`src/rtl/tevt_pkg.sv`:
```
package tevt_pkg;
  localparam int TIME_W  = 64;
  localparam int WORD_W  = 32;
  localparam int N_EVT   = 4;
  localparam int EVT_LSB = 1;
  localparam int SEL_W   = 2;

  typedef enum logic [SEL_W-1:0] {
    SEL_CTRL   = 2'd0,
    SEL_EVENT  = 2'd1,
    SEL_TGT_LO = 2'd2,
    SEL_TGT_HI = 2'd3
  } reg_sel_e;

  // event vector index (bit position minus EVT_LSB)
  localparam int IX_TGT = 0;
  localparam int IX_SLV = 1;
  localparam int IX_MST = 2;
  localparam int IX_PPS = 3;
endpackage

```
`src/rtl/tevt_edge.sv`:
```
module tevt_edge #(
  parameter int N = 3
) (
  input  logic         clk,
  input  logic         rst_n,
  input  logic [N-1:0] lvl,
  output logic [N-1:0] rise
);
  logic [N-1:0] prev_q;
  logic [N-1:0] prev_d;

  always_comb begin
    prev_d = lvl;
    rise   = lvl & ~prev_q;
  end

  always_ff @(posedge clk or negedge rst_n) begin
    if (!rst_n) prev_q <= '0;
    else        prev_q <= prev_d;
  end

  for (genvar i = 0; i < N; i++) begin : g_chk
    // a held level produces one edge only
    assert_one_edge_R3: assert property (@(posedge clk) disable iff (!rst_n)
      (rise[i] && lvl[i]) |=> (!rise[i] || !$past(lvl[i])));
  end
endmodule

```
`src/rtl/tevt_snap.sv`:
```
module tevt_snap #(
  parameter int W = 64
) (
  input  logic         clk,
  input  logic         rst_n,
  input  logic         cap,
  input  logic [W-1:0] time_in,
  output logic [W-1:0] snap
);
  logic [W-1:0] snap_q;
  logic [W-1:0] snap_d;

  always_comb begin
    snap_d = snap_q;
    if (cap) snap_d = time_in;
  end

  always_ff @(posedge clk or negedge rst_n) begin
    if (!rst_n) snap_q <= '0;
    else        snap_q <= snap_d;
  end

  assign snap = snap_q;

  // each capture holds the time seen at its edge
  assert_capture_R3: assert property (@(posedge clk) disable iff (!rst_n)
    cap |=> (snap == $past(time_in)));
  assert_hold_R4: assert property (@(posedge clk) disable iff (!rst_n)
    !cap |=> $stable(snap));
endmodule

```
`src/rtl/tevt_status.sv`:
```
module tevt_status #(
  parameter int N = 4
) (
  input  logic         clk,
  input  logic         rst_n,
  input  logic [N-1:0] set,
  input  logic [N-1:0] clr,
  input  logic         mask_we,
  input  logic [N-1:0] mask_wdata,
  output logic [N-1:0] st,
  output logic [N-1:0] mask,
  output logic         irq
);
  logic [N-1:0] st_q, st_d;
  logic [N-1:0] mask_q, mask_d;

  always_comb begin
    // set wins over a same-cycle clear
    st_d   = (st_q & ~clr) | set;
    mask_d = mask_q;
    if (mask_we) mask_d = mask_wdata;
  end

  always_ff @(posedge clk or negedge rst_n) begin
    if (!rst_n) begin
      st_q   <= '0;
      mask_q <= '0;
    end else begin
      st_q   <= st_d;
      mask_q <= mask_d;
    end
  end

  assign st   = st_q;
  assign mask = mask_q;
  assign irq  = |(st_q & mask_q);

  for (genvar i = 0; i < N; i++) begin : g_chk
    assert_set_wins_R7: assert property (@(posedge clk) disable iff (!rst_n)
      set[i] |=> st[i]);
    assert_w1c_R6: assert property (@(posedge clk) disable iff (!rst_n)
      (clr[i] && !set[i]) |=> !st[i]);
    assert_keep_R6: assert property (@(posedge clk) disable iff (!rst_n)
      (!clr[i] && !set[i]) |=> $stable(st[i]));
  end

  assert_masked_R9: assert property (@(posedge clk) disable iff (!rst_n)
    (mask == '0) |-> !irq);
endmodule

```
`src/rtl/tevt_unit.sv`:
```
module tevt_unit
  import tevt_pkg::*;
#(
  parameter int TW = TIME_W,
  parameter int DW = WORD_W,
  parameter int NE = N_EVT,
  parameter int SW = SEL_W
) (
  input  logic            clk,
  input  logic            rst_n,
  input  logic [TW-1:0]   sys_time,
  input  logic            strobe_slv,
  input  logic            strobe_mst,
  input  logic            pps_in,
  input  logic            wr_en,
  input  logic [SW-1:0]   wr_sel,
  input  logic [DW-1:0]   wr_data,
  output logic [NE:0]     evt_status,
  output logic [NE:0]     evt_mask,
  output logic [TW-1:0]   snap_slv,
  output logic [TW-1:0]   snap_mst,
  output logic            irq
);
  localparam int NSTB = 3;
  localparam int HI_W = TW - DW;

  logic [TW-1:0]   tgt_q, tgt_d;
  logic [NSTB-1:0] stb_lvl, stb_rise;
  logic [NE-1:0]   ev_set, ev_clr, ev_st, ev_mask;
  logic            tgt_hit;
  logic            we_ctrl, we_evt, we_lo, we_hi;

  always_comb begin
    we_ctrl = wr_en && (wr_sel == SEL_CTRL);
    we_evt  = wr_en && (wr_sel == SEL_EVENT);
    we_lo   = wr_en && (wr_sel == SEL_TGT_LO);
    we_hi   = wr_en && (wr_sel == SEL_TGT_HI);
    tgt_d   = tgt_q;
    if (we_lo) tgt_d[DW-1:0]  = wr_data;
    if (we_hi) tgt_d[TW-1:DW] = wr_data[HI_W-1:0];
  end

  always_ff @(posedge clk or negedge rst_n) begin
    if (!rst_n) tgt_q <= '1;
    else        tgt_q <= tgt_d;
  end

  assign tgt_hit = (sys_time >= tgt_q);
  assign stb_lvl = {pps_in, strobe_mst, strobe_slv};

  tevt_edge #(.N(NSTB)) u_edge (
    .clk(clk), .rst_n(rst_n), .lvl(stb_lvl), .rise(stb_rise)
  );

  tevt_snap #(.W(TW)) u_snap_slv (
    .clk(clk), .rst_n(rst_n), .cap(stb_rise[0]), .time_in(sys_time), .snap(snap_slv)
  );

  tevt_snap #(.W(TW)) u_snap_mst (
    .clk(clk), .rst_n(rst_n), .cap(stb_rise[1]), .time_in(sys_time), .snap(snap_mst)
  );

  always_comb begin
    ev_set         = '0;
    ev_set[IX_TGT] = tgt_hit;
    ev_set[IX_SLV] = stb_rise[0];
    ev_set[IX_MST] = stb_rise[1];
    ev_set[IX_PPS] = stb_rise[2];
    ev_clr         = we_evt ? wr_data[EVT_LSB +: NE] : '0;
  end

  tevt_status #(.N(NE)) u_status (
    .clk(clk), .rst_n(rst_n), .set(ev_set), .clr(ev_clr),
    .mask_we(we_ctrl), .mask_wdata(wr_data[EVT_LSB +: NE]),
    .st(ev_st), .mask(ev_mask), .irq(irq)
  );

  assign evt_status = {ev_st, 1'b0};
  assign evt_mask   = {ev_mask, 1'b0};

  // time at or past the target marks the pending bit
  assert_tgt_pend_R2: assert property (@(posedge clk) disable iff (!rst_n)
    (sys_time >= tgt_q) |=> evt_status[1]);
  // a target-low write lands on the low word
  assert_tgt_lo_R10: assert property (@(posedge clk) disable iff (!rst_n)
    we_lo |=> (tgt_q[DW-1:0] == $past(wr_data)));
endmodule

```
`config.mk`:
```
export PLATFORM = sky130hd
export DESIGN_NAME = tevt_unit
export DESIGN_NICKNAME = d
export VERILOG_FILES = /design/src/rtl/tevt_pkg.sv /design/src/rtl/tevt_edge.sv /design/src/rtl/tevt_snap.sv /design/src/rtl/tevt_status.sv /design/src/rtl/tevt_unit.sv
export SDC_FILE = /design/constraint.sdc
export NUM_CORES = 1
export LEC_CHECK = 0
export BUFFER_PORTS_ARGS = -buffer_cell sky130_fd_sc_hd__buf_4
export CAP_MARGIN = 15
export CORE_UTILIZATION = 43
export DETAILED_ROUTE_END_ITERATION = 8
export PLACE_DENSITY = 0.64
export SYNTH_ARGS = -nofsm -noshare
export SYNTH_HDL_FRONTEND = slang
export SYNTH_SLANG_ARGS = --single-unit
```
`constraint.sdc`:
```
create_clock -name clk -period 5.7 [get_ports clk]
set_input_delay 0.285 -clock clk [delete_from_list [all_inputs] [get_ports clk]]
set_output_delay 0.285 -clock clk [all_outputs]
set_load 0.01 [all_outputs]
```
# After elaboration in Yosys (flattened, before gate mapping)
# Cells that the tools add are included.
classes:
  addsub: 0
  multipliers: 0
  div_mod_pow: 0
  order_cmp: 1
  eq_ne: 3
  shift: 0
  n_mux: 1
  bitwise: 6
  reduce_logical: 6
ops:
  columns: ["operator", "count"]
  rows:
  - ["$ge A64 B64 Y1", 1]
  - ["$and A4 B4 Y4", 2]
  - ["$eq A2 B2 Y1 const B", 2]
  - ["$logic_and A1 B1 Y1", 4]
  - ["$mux W4", 1]
  - ["$not A4 Y4", 1]
  - ["$or A4 B4 Y4", 1]
  - ["$reduce_or A4 Y1", 1]
  - ["$and A3 B3 Y3", 1]
  - ["$not A3 Y3", 1]
  - ["$eq A2 B1 Y1 const B", 1]
  - ["$logic_not A2 Y1", 1]
word_totals:
  regBits: 203
  latch_bits: 0
  ram_bits: 0
  mem_bits_ro: 0
  input_bits: 104
  out_inout_bits: 139
  n_memories: 0

# Logic depth before layout (Yosys ltp)
depth:
  depth_word: 6
  ltp_mapped: 8

# Modules after synthesis
# From an unflattened synthesis, not the netlist that was laid out.
unflattened:
  hier_cells: 672
  hier_area_um2: 9903.2
modules_own_cells:
  columns: ["mod", "instances", "cells_per_inst", "area_per_inst_um2", "seq_area_each_um2"]
  rows:
  - ["tevt_snap", 2, 135, 2678.8, 1601.5]
  - ["tevt_unit", 1, 373, 4120.2, 1681.6]
  - ["tevt_status", 1, 23, 309.0, 200.2]
  - ["tevt_edge", 1, 6, 116.4, 75.1]

# Worst setup path after synthesis
# Ideal clock, no wire load.
synth_path:
  path_kind: "flip-flop to flip-flop"
  start: "reg tgt_q[0]"
  end: "reg u_status.st_q[0], in the netlist u_status.st[0]"
  setup_ps: 139
  arrival_time_ps: 2369
  slack_ps: 3193
  path_stages_with_launch: 8
  n_path_buf: 0
  path_cell_list: "dfstp_2 > ha_1 > nand2b_4 > a2111oi_4 > a2111oi_1 > a2111o_1 > a211o_1 > or4_1"
synth_between:
  elab_chain_len: 2
synth_lines:
  columns: ["element", "line", "rtl"]
  rows:
  - ["start, declared", "tevt_unit.sv:27", "logic [TW-1:0] tgt_q, tgt_d;"]
  - ["start signal, assigned", "tevt_unit.sv:45", "else tgt_q <= tgt_d;"]
  - ["$ge A64 B64 Y1", "tevt_unit.sv:48", "assign tgt_hit = (sys_time >= tgt_q);"]
  - ["$or A4 B4 Y4", "tevt_status.sv:19", "st_d = (st_q & ~clr) | set;"]
  - ["named net u_status.st_d[0]", "tevt_status.sv:14", "logic [N-1:0] st_q, st_d;"]
  - ["end signal, assigned", "tevt_status.sv:29", "st_q <= st_d;"]
  - ["end, declared", "tevt_status.sv:14", null]
# The timed path passes the listed nets, and every way through them passes these cells.
# A chain may end at the register's enable or synchronous reset.

# Worst setup path after layout
# Same ends and word-level chain as after synthesis.

==> results.py <==
metrics = {
    "drt": {
        "vias": 6135,
        "wl_um": 21460,
        "drt-vias-per-instance": 5.025,
        "drc": 0,
        "drt_iter0_markers": 153,
        "avgRoutedWirePerCell_um": 17.58,
        "drt_first_pass_iters": 4,
        "antenna_left": 0,
    },
    "yosys": {
        "ys_top_cells_by_area": "dfrtp_1 38%, mux2_2 24%, dfstp_2 18%, ha_1 8.7%, inv_1 2.7%",
        "yosysTopAreaCell": "dfrtp_1",
        "ys.flop_type": "dfrtp_1",
        "ys_ff_latch": 203,
        "synth_seq_area_share_pct": 56.17,
        "ys_async_sr_fraction_pct": 100.0,
        "synth_top_area_share_pct": 37.86,
        "syn_area_um2": 9186,
        "syn_inst": 665,
        "yosys_warnings": 0,
        "synthTopCellsByCount": "195 x mux2_2, 139 x dfrtp_1, 67 x inv_1",
        "synth.distinct_cells": 42,
        "avgSynthCellArea_um2": 13.81,
        "synth_most_common_cell": "mux2_2",
        "synth-edff-count": 0,
    },
    "hold_path": {
        "hp-class": "input pin to flip-flop",
        "holdPathStages": 2,
        "whs_endpoint": "u_snap_slv.snap[0]",
        "min_from": "sys_time[0]",
    },
    "cts": {
        "cts_tree": "built",
        "clockRootBuffer": "clkbuf_16",
        "htreeDepth": 1,
        "clk_path_buf_depth": 3,
        "clk_pin_slew_ns": 0.06,
        "cts_sinks": 203,
        "clkLatencyLatePin_ns": 0.52,
        "cts_inserted_buffers": 23,
        "cts_resized": 0,
    },
    "global_routing": {
        "grt_first_pass_wirelength_um": 34170,
        "grt_use_met2_pct": 32.82,
        "busiest_layer": "met2",
        "track_usage_pct": 19.83,
        "grt_pass1_vias": 6214,
        "grt_overflow": 0,
        "use_met3_pct": 4.847,
        "antenna_found_initial": 1,
        "grt_max_degree": 101,
        "grt_use_met1_pct": 26.47,
    },
    "critical_path": {
        "r2r_end": "u_status.st[0]",
        "critPathSlowestCell": "dfstp_2",
        "cp-end-kind": "flip-flop",
        "worstSetupStartpointType": "flip-flop",
        "critPathBufInv": 0,
        "worstPathCellList": "ha_1, nand2b_4, a2111oi_4, a2111oi_1, a2111o_1, a211o_1, or4_1",
        "ff2ff_path_depth": 7,
        "critPathMaxStageDelay_ns": 0.52,
        "r2r_setup_slack_ns": 3.01,
        "cp_data_arrival_time_ns": 3.07,
        "regToRegStartpoint": "tgt_q[0]",
        "path_class": "flip-flop to flip-flop",
        "critPathTopFamily": "compound AO/OA/AOI/OAI gates",
        "critPathMaxFanout": 2,
        "critPathRequiredTime_ns": 6.08,
    },
    "die": {
        "io_pins": 243,
        "initial_core_util_pct": 43.84,
        "fp.dieH_um": 148.2,
        "fp.coreArea_um2": 20960,
        "die-area_um2": 21950,
        "rows": 53,
        "fp.dieW_um": 148.2,
    },
    "timing": {
        "period_needed_ns": 2.692,
        "rsz0062_at_grt": "false",
        "worst_pin_slew_ns": 0.9915,
        "setup_violations": 0,
        "slew_headroom_pct": 33.76,
        "post-route-period-util_pct": 47.22,
        "fin_skew_ns": 0.02286,
        "hold_viol_final": 0,
        "fmax_ghz": 0.3715,
        "finalMaxSlewViolations": 0,
        "tns_ns": 0,
        "hold_ws_ns": 0.01758,
        "setup_ws_ns": 3.008,
    },
    "placement": {
        "gp_congestion": 0.7232,
        "io_buffers": 240,
        "hpwl_um": 15410,
        "post-place-ws_ns": 3.010,
        "dp_cells": 1163,
    },
    "layout": {
        "drive_above_1_share_pct": 57.25,
        "post-route-util_pct": 58.05,
        "fin_cells": 1221,
        "syn_to_final_growth_pct": 32.42,
        "design.final.nets": 1096,
        "fillers": 1791,
    },
    "outcome": {
        "status": "complete, no violations",
    },
    "pwr": {
        "ir_drop_v": 0.0002058,
        "p_leak_nw": 5.742,
        "powerDensity_nw_per_um2": 344.9,
    },
    "run": {
        "maxCapViolations": 0,
    },
}
area by class of cell:
class / count / area [um2] / area share (%)
clock buffer: 34 / 636.9 / 5.236
multi-input combinational: 374 / 3709 / 30.49
tap: 275 / 344.1 / 2.829
sequential: 203 / 5160 / 42.42
inverter: 67 / 251.5 / 2.067
clock inverter: 8 / 72.57 / 0.5966
timing repair buffer: 259 / 1988 / 16.34
antenna: 1 / 2.502 / 0.02057
kinds of logic (layout without fill, tap and decap cells):
kind of cell,after synthesis,in the layout,synth area share [%]
DFF,203,203,56.17
muxes,195,195,23.90
buffers and inverters,89,368,3.718
adders and majority gates,64,64,8.717
and+or+nand+nor,57,57,3.255
AOI/OAI and AO/OA,56,56,4.195
other,1,3,0.04082
state kept, by name, summed over array words and instances, names as in the netlist:
register and count:
u_edge.prev_q 3, tgt_q 64, u_snap_slv.snap 64, u_status.mask 4, u_snap_mst.snap 64, u_status.st 4
placed cells by master, fill, tap and decap left out, types with 9 or more instances in the layout:
cell type / Yosys / layout
a21oi_1: 22 / 22
buf_4: 2 / 243
clkbuf_1: 16 / 9
clkbuf_16: 0 / 23
dfrtp_1: 139 / 139
dfstp_2: 64 / 64
dlygate4sd3_1: 0 / 15
ha_1: 64 / 64
inv_1: 67 / 67
mux2_2: 195 / 195
nand2_1: 17 / 17
nand3_1: 10 / 9
nand4_1: 14 / 14
where the power goes:
| part | switching (mW) | total (mW) | leakage (nW) | internal, mW |
|---|---|---|---|---|
| clock network | 0.580 | 1.40 | 0.351 | 0.821 |
| registers | 0.118 | 1.85 | 2.30 | 1.73 |
| logic | 0.422 | 0.945 | 3.10 | 0.523 |
worst register-to-register path, cell delays in order (launching register included):
cell,delay [ns]
dfstp_2,0.52
ha_1,0.22
nand2b_4,0.16
a2111oi_4,0.36
a2111oi_1,0.12
a2111o_1,0.41
a211o_1,0.25
or4_1,0.52
worst max-delay path by stage:
| stage | depth (start not counted) | start | end | slack [ns] |
|---|---|---|---|---|
| after floorplan | 7 | tgt_q[0] | u_status.st[0] | 3.19 |
| after global placement | 8 | tgt_q[61] | u_status.st[0] | 3.08 |
| after detailed placement | 7 | tgt_q[0] | u_status.st[0] | 3.01 |
| after CTS | 7 | tgt_q[0] | u_status.st[0] | 2.98 |
| after global routing | 8 | tgt_q[63] | u_status.st[0] | 2.75 |
| final | 7 | tgt_q[0] | u_status.st[0] | 3.01 |
per-layer routing:
layer  routed length [um]  vias up
li1                     -     2867
met1                 9443     3075
met2                10310      171
met3                 1451       22
met4                  255        0
met5                    0        -
per-stage QoR:
step | cell area [um2] | power, mW
after detailed placement | 11300 | 2.823
final | 12160 | 4.196
after global routing | 12160 | 4.430
after global placement | 11300 | 2.800
after CTS | 12160 | 4.260
after floorplan | 9190 | 2.361
timing repair:
item,in CTS,in global routing
setup buffers,0,0
hold buffers,15,0
endpoints found under the setup margin,0,0
hold endpoints to repair,72,0
No activity file was read; power rests on OpenSTA's default activity.
